[src/rtl/tfifo_pkg.sv]
package tfifo_pkg;
    localparam int TF_DEPTH  = 8;
    localparam int TF_VAL_W  = 16;
    localparam int TF_CMD_W  = 3;
    localparam int TF_LOOP_W = 4;
    localparam int TF_TRIG_W = 2;
    localparam int TF_THR_W  = 3;

    function automatic int tf_cnt_w(input int depth);
        return $clog2(depth + 1);
    endfunction
endpackage

[src/rtl/tfifo_ctrl.sv]
module tfifo_ctrl #(
    parameter int DEPTH = 8,
    localparam int PTR_W = (DEPTH > 1) ? $clog2(DEPTH) : 1,
    localparam int CNT_W = $clog2(DEPTH + 1)
) (
    input  logic             clk,
    input  logic             rst_n,
    input  logic             push_i,
    input  logic             pop_i,
    input  logic             flush_i,
    output logic             take_o,
    output logic [PTR_W-1:0] wr_ptr_o,
    output logic [PTR_W-1:0] rd_ptr_o,
    output logic [CNT_W-1:0] fill_o,
    output logic             overrun_o
);
    typedef struct packed {
        logic [PTR_W-1:0] wp;
        logic [PTR_W-1:0] rp;
        logic [CNT_W-1:0] cnt;
        logic             ovr;
    } ctrl_t;

    ctrl_t st_d, st_q;
    logic  take_d, drop_d;

    function automatic logic [PTR_W-1:0] nxt(input logic [PTR_W-1:0] p);
        return (p == PTR_W'(DEPTH - 1)) ? '0 : p + 1'b1;
    endfunction

    always_comb begin
        st_d   = st_q;
        take_d = 1'b0;
        drop_d = 1'b0;
        if (flush_i) begin
            st_d = '0;
        end else begin
            drop_d = pop_i && (st_q.cnt != '0);
            take_d = push_i && (st_q.cnt != CNT_W'(DEPTH));
            if (drop_d) st_d.rp = nxt(st_q.rp);
            if (take_d) st_d.wp = nxt(st_q.wp);
            if (push_i && !take_d) st_d.ovr = 1'b1;
            st_d.cnt = st_q.cnt + CNT_W'(take_d) - CNT_W'(drop_d);
        end
    end

    always_ff @(posedge clk or negedge rst_n) begin
        if (!rst_n) st_q <= '0;
        else        st_q <= st_d;
    end

    assign take_o    = take_d;
    assign wr_ptr_o  = st_q.wp;
    assign rd_ptr_o  = st_q.rp;
    assign fill_o    = st_q.cnt;
    assign overrun_o = st_q.ovr;

    p_ovr_sticky_r6: assert property (@(posedge clk) disable iff (!rst_n)
        (overrun_o && !flush_i) |=> overrun_o);
    p_full_hold_r6: assert property (@(posedge clk) disable iff (!rst_n)
        (fill_o == CNT_W'(DEPTH) && push_i && !pop_i && !flush_i)
        |=> (fill_o == CNT_W'(DEPTH)) && overrun_o);
    p_fill_bound_r10: assert property (@(posedge clk) disable iff (!rst_n)
        fill_o <= CNT_W'(DEPTH));
endmodule

[src/rtl/tfifo_store.sv]
module tfifo_store #(
    parameter int DEPTH = 8,
    parameter int ENT_W = 25,
    localparam int PTR_W = (DEPTH > 1) ? $clog2(DEPTH) : 1
) (
    input  logic             clk,
    input  logic             rst_n,
    input  logic             take_i,
    input  logic [PTR_W-1:0] wr_ptr_i,
    input  logic [ENT_W-1:0] wr_ent_i,
    input  logic [PTR_W-1:0] rd_ptr_i,
    output logic [ENT_W-1:0] rd_ent_o
);
    logic [ENT_W-1:0] mem_d [DEPTH];
    logic [ENT_W-1:0] mem_q [DEPTH];

    always_comb begin
        for (int i = 0; i < DEPTH; i++) mem_d[i] = mem_q[i];
        if (take_i) mem_d[wr_ptr_i] = wr_ent_i;
    end

    always_ff @(posedge clk or negedge rst_n) begin
        if (!rst_n) begin
            for (int i = 0; i < DEPTH; i++) mem_q[i] <= '0;
        end else begin
            for (int i = 0; i < DEPTH; i++) mem_q[i] <= mem_d[i];
        end
    end

    assign rd_ent_o = mem_q[rd_ptr_i];
endmodule

[src/rtl/tfifo_level.sv]
module tfifo_level #(
    parameter int CNT_W = 4,
    parameter int THR_W = 3,
    localparam int CMP_W = (CNT_W > THR_W) ? CNT_W : THR_W
) (
    input  logic             clk,
    input  logic             rst_n,
    input  logic [CNT_W-1:0] fill_i,
    input  logic [THR_W-1:0] thresh_i,
    input  logic             irq_en_i,
    output logic             flag_o,
    output logic             irq_o
);
    logic [CMP_W-1:0] fill_x, thr_x;

    always_comb begin
        fill_x = CMP_W'(fill_i);
        thr_x  = CMP_W'(thresh_i);
        flag_o = fill_x > thr_x;
        irq_o  = flag_o && irq_en_i;
    end

    p_irq_needs_en_r9: assert property (@(posedge clk) disable iff (!rst_n)
        irq_o |-> irq_en_i);
    p_empty_no_flag_r8: assert property (@(posedge clk) disable iff (!rst_n)
        (fill_i == '0) |-> !flag_o);
endmodule

[src/rtl/tagged_result_fifo.sv]
module tagged_result_fifo
    import tfifo_pkg::*;
#(
    parameter int DEPTH  = TF_DEPTH,
    parameter int VAL_W  = TF_VAL_W,
    parameter int CMD_W  = TF_CMD_W,
    parameter int LOOP_W = TF_LOOP_W,
    parameter int TRIG_W = TF_TRIG_W,
    parameter int THR_W  = TF_THR_W,
    localparam int ENT_W = VAL_W + CMD_W + LOOP_W + TRIG_W,
    localparam int PTR_W = (DEPTH > 1) ? $clog2(DEPTH) : 1,
    localparam int CNT_W = $clog2(DEPTH + 1)
) (
    input  logic              clk,
    input  logic              rst_n,
    input  logic              push_i,
    input  logic [VAL_W-1:0]  push_value_i,
    input  logic [CMD_W-1:0]  push_cmd_i,
    input  logic [LOOP_W-1:0] push_loop_i,
    input  logic [TRIG_W-1:0] push_trig_i,
    input  logic              pop_i,
    input  logic              flush_i,
    input  logic [THR_W-1:0]  thresh_i,
    input  logic              lvl_irq_en_i,
    output logic              head_valid_o,
    output logic [VAL_W-1:0]  head_value_o,
    output logic [CMD_W-1:0]  head_cmd_o,
    output logic [LOOP_W-1:0] head_loop_o,
    output logic [TRIG_W-1:0] head_trig_o,
    output logic [CNT_W-1:0]  fill_o,
    output logic              lvl_flag_o,
    output logic              irq_o,
    output logic              overrun_o
);
    logic             take;
    logic [PTR_W-1:0] wr_ptr, rd_ptr;
    logic [ENT_W-1:0] wr_ent, rd_ent;

    assign wr_ent = {push_trig_i, push_loop_i, push_cmd_i, push_value_i};

    tfifo_ctrl #(.DEPTH(DEPTH)) u_ctrl (
        .clk(clk), .rst_n(rst_n), .push_i(push_i), .pop_i(pop_i),
        .flush_i(flush_i), .take_o(take), .wr_ptr_o(wr_ptr),
        .rd_ptr_o(rd_ptr), .fill_o(fill_o), .overrun_o(overrun_o)
    );

    tfifo_store #(.DEPTH(DEPTH), .ENT_W(ENT_W)) u_store (
        .clk(clk), .rst_n(rst_n), .take_i(take), .wr_ptr_i(wr_ptr),
        .wr_ent_i(wr_ent), .rd_ptr_i(rd_ptr), .rd_ent_o(rd_ent)
    );

    tfifo_level #(.CNT_W(CNT_W), .THR_W(THR_W)) u_level (
        .clk(clk), .rst_n(rst_n), .fill_i(fill_o), .thresh_i(thresh_i),
        .irq_en_i(lvl_irq_en_i), .flag_o(lvl_flag_o), .irq_o(irq_o)
    );

    assign head_valid_o = (fill_o != '0);
    assign {head_trig_o, head_loop_o, head_cmd_o, head_value_o} = rd_ent;

    p_flush_empties_r7: assert property (@(posedge clk) disable iff (!rst_n)
        flush_i |=> (fill_o == '0) && !overrun_o && !head_valid_o);
    p_rw_keeps_fill_r5: assert property (@(posedge clk) disable iff (!rst_n)
        (push_i && pop_i && !flush_i && fill_o != '0 && fill_o != CNT_W'(DEPTH))
        |=> $stable(fill_o));
    p_empty_pop_r4: assert property (@(posedge clk) disable iff (!rst_n)
        (fill_o == '0 && pop_i && !push_i && !flush_i) |=> (fill_o == '0));
    p_pop_drains_r3: assert property (@(posedge clk) disable iff (!rst_n)
        (pop_i && !push_i && !flush_i && head_valid_o) |=> (fill_o == $past(fill_o) - 1'b1));
endmodule

[config.mk]
export PLATFORM = sky130hd
export DESIGN_NAME = tagged_result_fifo
export DESIGN_NICKNAME = d
export VERILOG_FILES = /design/src/rtl/tfifo_pkg.sv /design/src/rtl/tfifo_ctrl.sv /design/src/rtl/tfifo_store.sv /design/src/rtl/tfifo_level.sv /design/src/rtl/tagged_result_fifo.sv
export SDC_FILE = /design/constraint.sdc
export NUM_CORES = 1
export LEC_CHECK = 0
export BUFFER_PORTS_ARGS = -buffer_cell sky130_fd_sc_hd__buf_2
export CAP_MARGIN = 20
export CORE_ASPECT_RATIO = 0.9
export CORE_MARGIN = 5
export CORE_UTILIZATION = 55
export CTS_CLUSTER_DIAMETER = 30
export DETAILED_ROUTE_END_ITERATION = 10
export HOLD_SLACK_MARGIN = 0.02
export PLACE_DENSITY = 0.76
export SLEW_MARGIN = 15
export SYNTH_ARGS = -nofsm -noshare
export SYNTH_HDL_FRONTEND = slang
export SYNTH_HIERARCHICAL = 1
export SYNTH_SLANG_ARGS = --single-unit
[constraint.sdc]
create_clock -name clk -period 2.38 [get_ports clk]
set_clock_uncertainty 0.2 [all_clocks]
set_input_delay 0.119 -clock clk [delete_from_list [all_inputs] [get_ports clk]]
set_output_delay 0.119 -clock clk [all_outputs]
set_load 0.01 [all_outputs]
==> reports/metrics.cfg, run 1 <==
[outcome]
status=complete, but fails checks
failed_checks=setup timing

[detailed_routing]
ant_nets=0
drt_wl_total_um=29800
drt-vias-per-instance=6.24
wire_per_inst_um=28.8
firstDrtPassIters=5
vias=6460
drc=0
first_iter_violations=535

[yosys]
yosysSeqAreaShare_pct=53.2
synth_xor_area_share_pct=0.0882
synth_compound_area_share_pct=0.945
syn_nets=648
postSynthAreaPerCell_sq_um=16.5
synthDistinctLibCells=40
synth_simple_gate_area_share_pct=2.90
synth_cells=600
synth_top_family_by_area=multiplexers
synth_mux_area_share_pct=38.0
synth_fa_ha_area_share_pct=1.84
ys_seq_elements=211
synth_area_sq_um=9930
ys_warn_count=6

[layout]
nNetsFinal=816
area_growth_pct=39.8
drive_above_1_share_pct=63.6
n_fill_cell=877
layout.area.seq_sq_um=5290
final_cell_mix=dfrtp_1 (209), mux2_4 (179), mux4_2 (50), clkbuf_16 (47), mux2_2 (46)
multi_input_area_sq_um=5050
layout_commonest_cell=dfrtp_1
antenna_cells=0

[setup_path]
required_ns=2.06
critPathKind=flop to output pin
crit_slowest_cell=mux4_2
end_kind=output pin
cp_max_fo=7
cp_cell_sequence=buf_12 > buf_16 > mux4_2 > mux2_4 > buf_6
arrival_ns=2.25
startpoint_type=flop
critPathMaxStageDelay_ns=0.55
ff2ff_setup_slack_ns=-0.18

[placed_design]
hpwl_um=13400
place_congestion=0.792
portBuffers=66
dpl_worst_slack_ns=-0.112

[clock_tree]
clockRootBuffer=clkbuf_16
cts.reportedPaths.clkPinSlew_ns=0.05
cts_tree=yes
cts.sinks=211
clkLatencyLatePin_ns=0.50
cts_htree_levels=2
cts.path.max_buffers=3
cts_inserted_buffers=38

[worst_hold_path]
hp-class=primary input to flop

[power_and_ir_drop]
seqPwrFrac_pct=31.3
pwr-share-comb_pct=35.3
p_leak_uw=0.00676
sw_frac_of_total_pct=29.0
total_power_uw=16400
peakVddDrop_mv=0.720
p_sw_uw=4770
clkPwrFrac_pct=33.3
power-per-cell-area_nw_per_um2=1180
p_int_uw=11600

[floorplan]
die_y_um=137
rows=46
dieArea_sq_um=20800
initial_core_util_pct=56.2
io_pins=67
dieWidth_um=152
core_sq_um=17700

[grt]
grtUsageMet2_pct=41.6
grt_overflow=0
grtUsageMet1_pct=31.6
grt_pass1_vias=6848
use_met3_pct=4.80
grt_pass1_wl_um=38600
top_usage_layer=met2
antenna_found_initial=0
track_usage_pct=24.3
grt_max_degree=60

[sta]
post-route-worst-setup-slack_ns=-0.194
slew_viol_final=0
setup_viol=225
rsz0062_at_grt=yes
finalCritPeriodShare_pct=108
fin_tns_setup_ns=-19.15
hold_viol=0
relSlewSlack_pct=48.2
fmax_mhz=389
period_needed_ns=2.57
tightestPinTransition_ns=0.776

[job]
drv_cap=0

==> state kept, by name (all words and copies together), names as in the netlist <==
| name | cells |
|---|---|
| u_ctrl/fill_o | 4 |
| u_store/mem_q | 200 |
| u_ctrl/rd_ptr_o | 3 |
| u_ctrl/wr_ptr_o | 3 |
| u_ctrl/overrun_o | 1 |
==> Yosys cell counts, drive strengths merged <==
cell	instances	area (sq um)
a211oi	2	20.0
a21oi	7	35.0
a31o	1	8.76
and2	1	8.76
and4b	1	13.8
and4bb	2	25.0
buf	37	256
clkbuf	2	7.51
dfrtp	211	5280
fa	1	20.0
ha	13	163
inv	10	37.5
mux2	225	2530
mux4	50	1240
nand2	1	3.75
nand2b	4	25.0
nand3	3	15.0
nand3b	1	7.51
nand4	2	18.8
nand4b	5	62.6
nor2	5	18.8
nor2b	2	12.5
nor3b	1	7.51
nor4b	1	23.8
nor4bb	1	10.0
o21ai	6	30.0
or3b	2	20.0
or4	2	15.0
xnor2	1	8.76
==> final cells by class <==
class	count	area share, %
sequential	211	38.1
clock buffer	43	7.29
clock inverter	25	2.04
timing repair buffer	167	13.8
tap	240	2.16
multi-input combinational	340	36.4
inverter	10	0.271
==> timing repair <==
item / CTS / global route
hold buffers: 30 / 0
resized for setup: 90 / 207
setup endpoints to repair: 87 / 180
buffers inserted: 13 / 8
pin swaps: 2 / 8
gates cloned: 8 / 9
hold endpoints to repair: 422 / 0
==> critical path, delay by kind of cell, from the launching register on <==
family / cells / cell delay (ns)
muxes: 2 / 0.85
DFF: 1 / 0.49
buffers and inverters: 3 / 0.41
==> worst paths after layout <==
check | endpoint | depth (start not counted) | from
max | head_cmd_o[2] | 5 | u_ctrl/rd_ptr_o[0]$_DFFE_PN0P_
min | u_ctrl/rd_ptr_o[1]$_DFFE_PN0P_ | 4 | pop_i
max reg2reg | u_store/mem_q[171]$_DFFE_PN0P_ | 10 | u_ctrl/fill_o[3]$_DFF_PN0_
min reg2reg | u_store/mem_q[31]$_DFFE_PN0P_ | 1 | u_store/mem_q[31]$_DFFE_PN0P_
max in group asynchronous | u_ctrl/rd_ptr_o[0]$_DFFE_PN0P_ | 4 | rst_n
min in group asynchronous | u_store/mem_q[98]$_DFFE_PN0P_ | 3 | rst_n
==> power groups by stage <==
stage	combinational (uW)	sequential, uW	clock, uW
2_1_floorplan	2740	4800	0
3_3_place_gp	3640	4880	0
3_5_place_dp	3790	4980	0
4_1_cts	4890	4980	5470
5_1_grt	6080	5200	5710
6_report	5800	5140	5470
==> per-stage QoR <==
step	area [sq um]	hold slack [ns]	util [%]	instances
2_1_floorplan	9990	-0.377	-	600
3_3_place_gp	10800	-0.0772	61.1	904
3_5_place_dp	10800	-0.0644	61.1	904
4_1_cts	12900	0.254	73.0	1023
5_1_grt	13900	0.268	78.5	1036
6_report	13900	0.265	78.5	1036
==> kinds of logic (layout without fill, tap and decap cells) <==
| group | count (synthesis) | count (layout) |
|---|---|---|
| buffers and inverters | 49 | 245 |
| DFF | 211 | 211 |
| adders and majority gates | 14 | 14 |
| xor gates and xnor gates | 1 | 1 |
| muxes | 275 | 275 |
| AOI/OAI and AO/OA | 16 | 16 |
| and+or+nand+nor | 34 | 34 |
==> metal layers <==
| metal | wire (um) | part of all wire [%] | vias up |
|---|---|---|---|
| met5 | 0 | 0 | - |
| met4 | 845 | 2.8 | 0 |
| met3 | 1810 | 6.1 | 85 |
| met2 | 15400 | 51 | 291 |
| met1 | 11800 | 40 | 3473 |
| li1 | - | - | 2611 |
(Power assumes the default switching activity.)
==> run 2, diff against run 1 <==
Settings changed: GPL_TIMING_DRIVEN set to 0.
==> run 2 against run 1 <==
Maximum frequency down 1.5%. Die area is the same. Critical endpoint is now head_value_o[5]. Setup slack got worse by 0.039 ns. The flow still finishes with violations (setup timing).
==> reports/metrics.cfg, run 2 (same netlist as run 1, synthesis figures left out) <==
[setup_path]
crit_path_start=u_ctrl/rd_ptr_o[1]$_DFFE_PN0P_  ; was u_ctrl/rd_ptr_o[0]$_DFFE_PN0P_
rr_worst_depth=11  ; was 10
crit_slowest_cell=buf_2  ; was mux4_2
cp_cell_sequence=clkbuf_2 > buf_2 > mux2_2 > buf_2  ; was buf_12 > buf_16 > mux4_2 > mux2_4 > buf_6
startpoint_type=flop  ; unchanged
arrival_ns=2.29  ; was 2.25 ns
end_kind=output pin  ; unchanged
crit_top_cell=buf_2
r2r_start=u_ctrl/fill_o[3]$_DFF_PN0_  ; unchanged
required_ns=2.06  ; about the same
critPathKind=flop to output pin  ; unchanged
ff2ff_setup_slack_ns=-0.21  ; was -0.18 ns
cp_max_fo=10  ; was 7
critPathMaxStageDelay_ns=0.47  ; was 0.55 ns

[sta]
period_needed_ns=2.61  ; was 2.57 ns
relSlewSlack_pct=56.4  ; was 48.2%
setup_viol=199  ; was 225
slew_viol_final=0  ; unchanged
finalCritPeriodShare_pct=110  ; was 108%
tightestPinTransition_ns=0.654  ; was 0.776 ns
rsz0062_at_grt=yes  ; unchanged
fmax_mhz=383  ; was 389 MHz
post-route-worst-setup-slack_ns=-0.233  ; was -0.194 ns
fin_tns_setup_ns=-23.40  ; was -19.15 ns
hold_viol=0  ; unchanged

[layout]
fin_cells=1072  ; was 1036
largest_registers=u_store/mem_q: 200 flops, u_ctrl/fill_o: 4 flops  ; unchanged
top_register=u_store/mem_q  ; unchanged
area_growth_pct=44.2  ; was 39.8%
layout_commonest_cell=dfrtp_1  ; unchanged
drive_above_1_share_pct=64.8  ; was 63.6%
largest_register_ffs=200  ; unchanged
antenna_cells=0  ; unchanged
final_cell_mix=dfrtp_1 (210), mux2_4 (134), mux2_2 (91), clkbuf_16 (46), mux4_2 (46)  ; was dfrtp_1 (209), mux2_4 (179), mux4_2 (50), clkbuf_16 (47), mux2_2 (46)
postLayoutCellArea_sq_um=14300  ; was 13900 sq um
nNetsFinal=850  ; was 816

[job]
drv_cap=0  ; unchanged

[clock_tree]
clockRootBuffer=clkbuf_16  ; unchanged
cts_tree=yes  ; unchanged
clkLatencyLatePin_ns=0.51  ; was 0.50 ns
cts.sinks=211  ; unchanged
cts_inserted_buffers=39  ; was 38
cts_htree_levels=2  ; unchanged
cts.path.max_buffers=3  ; unchanged
cts.reportedPaths.clkPinSlew_ns=0.05  ; about the same

[detailed_routing]
firstDrtPassIters=5  ; unchanged
drt-vias-per-instance=6.42  ; was 6.24
first_iter_violations=563  ; was 535
drc=0  ; unchanged
ant_nets=0  ; unchanged
vias=6885  ; was 6460
wire_per_inst_um=30.0  ; was 28.8 um
drt_wl_total_um=32200  ; was 29800 um

[placed_design]
hpwl_um=14100  ; was 13400 um
dp.cells=908  ; was 904
portBuffers=66  ; unchanged
place_congestion=0.797  ; was 0.792
dpl_cell_area_sq_um=10700  ; was 10800 sq um
dpl_worst_slack_ns=-0.454  ; was -0.112 ns

[power_and_ir_drop]
p_int_uw=11700  ; was 11600 uW
sw_frac_of_total_pct=29.5  ; was 29.0%
seqPwrFrac_pct=30.7  ; was 31.3%
power-per-cell-area_nw_per_um2=1160  ; was 1180 nW/um^2
p_sw_uw=4920  ; was 4770 uW
p_leak_uw=0.00691  ; was 0.00676 uW
pwr-share-comb_pct=35.2  ; was 35.3%
total_power_uw=16700  ; was 16400 uW
peakVddDrop_mv=0.711  ; was 0.720 mV
clkPwrFrac_pct=34.1  ; was 33.3%

[floorplan]
die_y_um=137  ; unchanged
io_pins=67  ; unchanged
dieWidth_um=152  ; unchanged
dieArea_sq_um=20800  ; unchanged
core_sq_um=17700  ; unchanged
rows=46  ; unchanged
initial_core_util_pct=56.2  ; unchanged

[grt]
grt_overflow=0  ; unchanged
track_usage_pct=29.0  ; was 24.3%
grt_pass1_wl_um=44800  ; was 38600 um
grt_pass1_vias=7535  ; was 6848
antenna_found_initial=0  ; unchanged
grt_max_degree=84  ; was 60

[worst_hold_path]
hp-class=primary input to flop  ; unchanged
worstHoldPathCells=4  ; unchanged
hold_start=pop_i  ; unchanged

[outcome]
failed_checks=setup timing  ; unchanged
status=complete, but fails checks  ; unchanged

[run 2: stage by stage]
step	utilization [%]	hold WS (ns)
2_1_floorplan	-	-0.377
3_3_place_gp	60.1	0.202
3_5_place_dp	60.5	-0.158
4_1_cts	78.6	0.266
5_1_grt	81.0	0.299
6_report	81.0	0.287
[run 2: timing repair]
item,CTS,global route
resized for setup,224,110
setup buffers,41,8
endpoints found under the setup margin,199,214
endpoints found under the hold margin,336,0
pin swaps,3,4
cloned,14,6
hold buffers,32,0
[run 2: worst paths after layout]
kind | endpoint
max | head_value_o[5]
min reg2reg | u_ctrl/overrun_o$_DFFE_PN0P_
min | u_ctrl/rd_ptr_o[0]$_DFFE_PN0P_
max reg2reg | u_store/mem_q[139]$_DFFE_PN0P_
max in group asynchronous | u_store/mem_q[80]$_DFFE_PN0P_
min in group asynchronous | u_store/mem_q[23]$_DFFE_PN0P_
[run 2: worst max-delay path, delay by kind of cell, from the launching register on]
kind | cells | cell delay (ns)
buffers and inverters | 3 | 0.96
flip-flops | 1 | 0.41
multiplexers | 1 | 0.40
[run 2: final cells by class]
cell class	instances	area [sq um]
Sequential cell	211	5280
Multi-Input combinational cell	340	4930
Fill cell	824	3360
Timing Repair Buffer	166	1920
Clock buffer	44	1030
Buffer	34	502
Clock inverter	27	315
Tap cell	240	300
Inverter	10	40.0
[run 2: layer usage]
layer,wire length (um),track usage [%]
met5,0,0
met4,1480,11.8
met3,2210,6.55
met2,15800,47.9
met1,12700,37.3
[run 2: power by group through the flow]
stage	clock network (uW)	logic [uW]	registers, uW
3_5_place_dp	0	3780	4960
3_3_place_gp	0	3640	4860
6_report	5680	5870	5120
4_1_cts	5640	4600	4930
5_1_grt	5920	6150	5170
2_1_floorplan	0	2740	4800
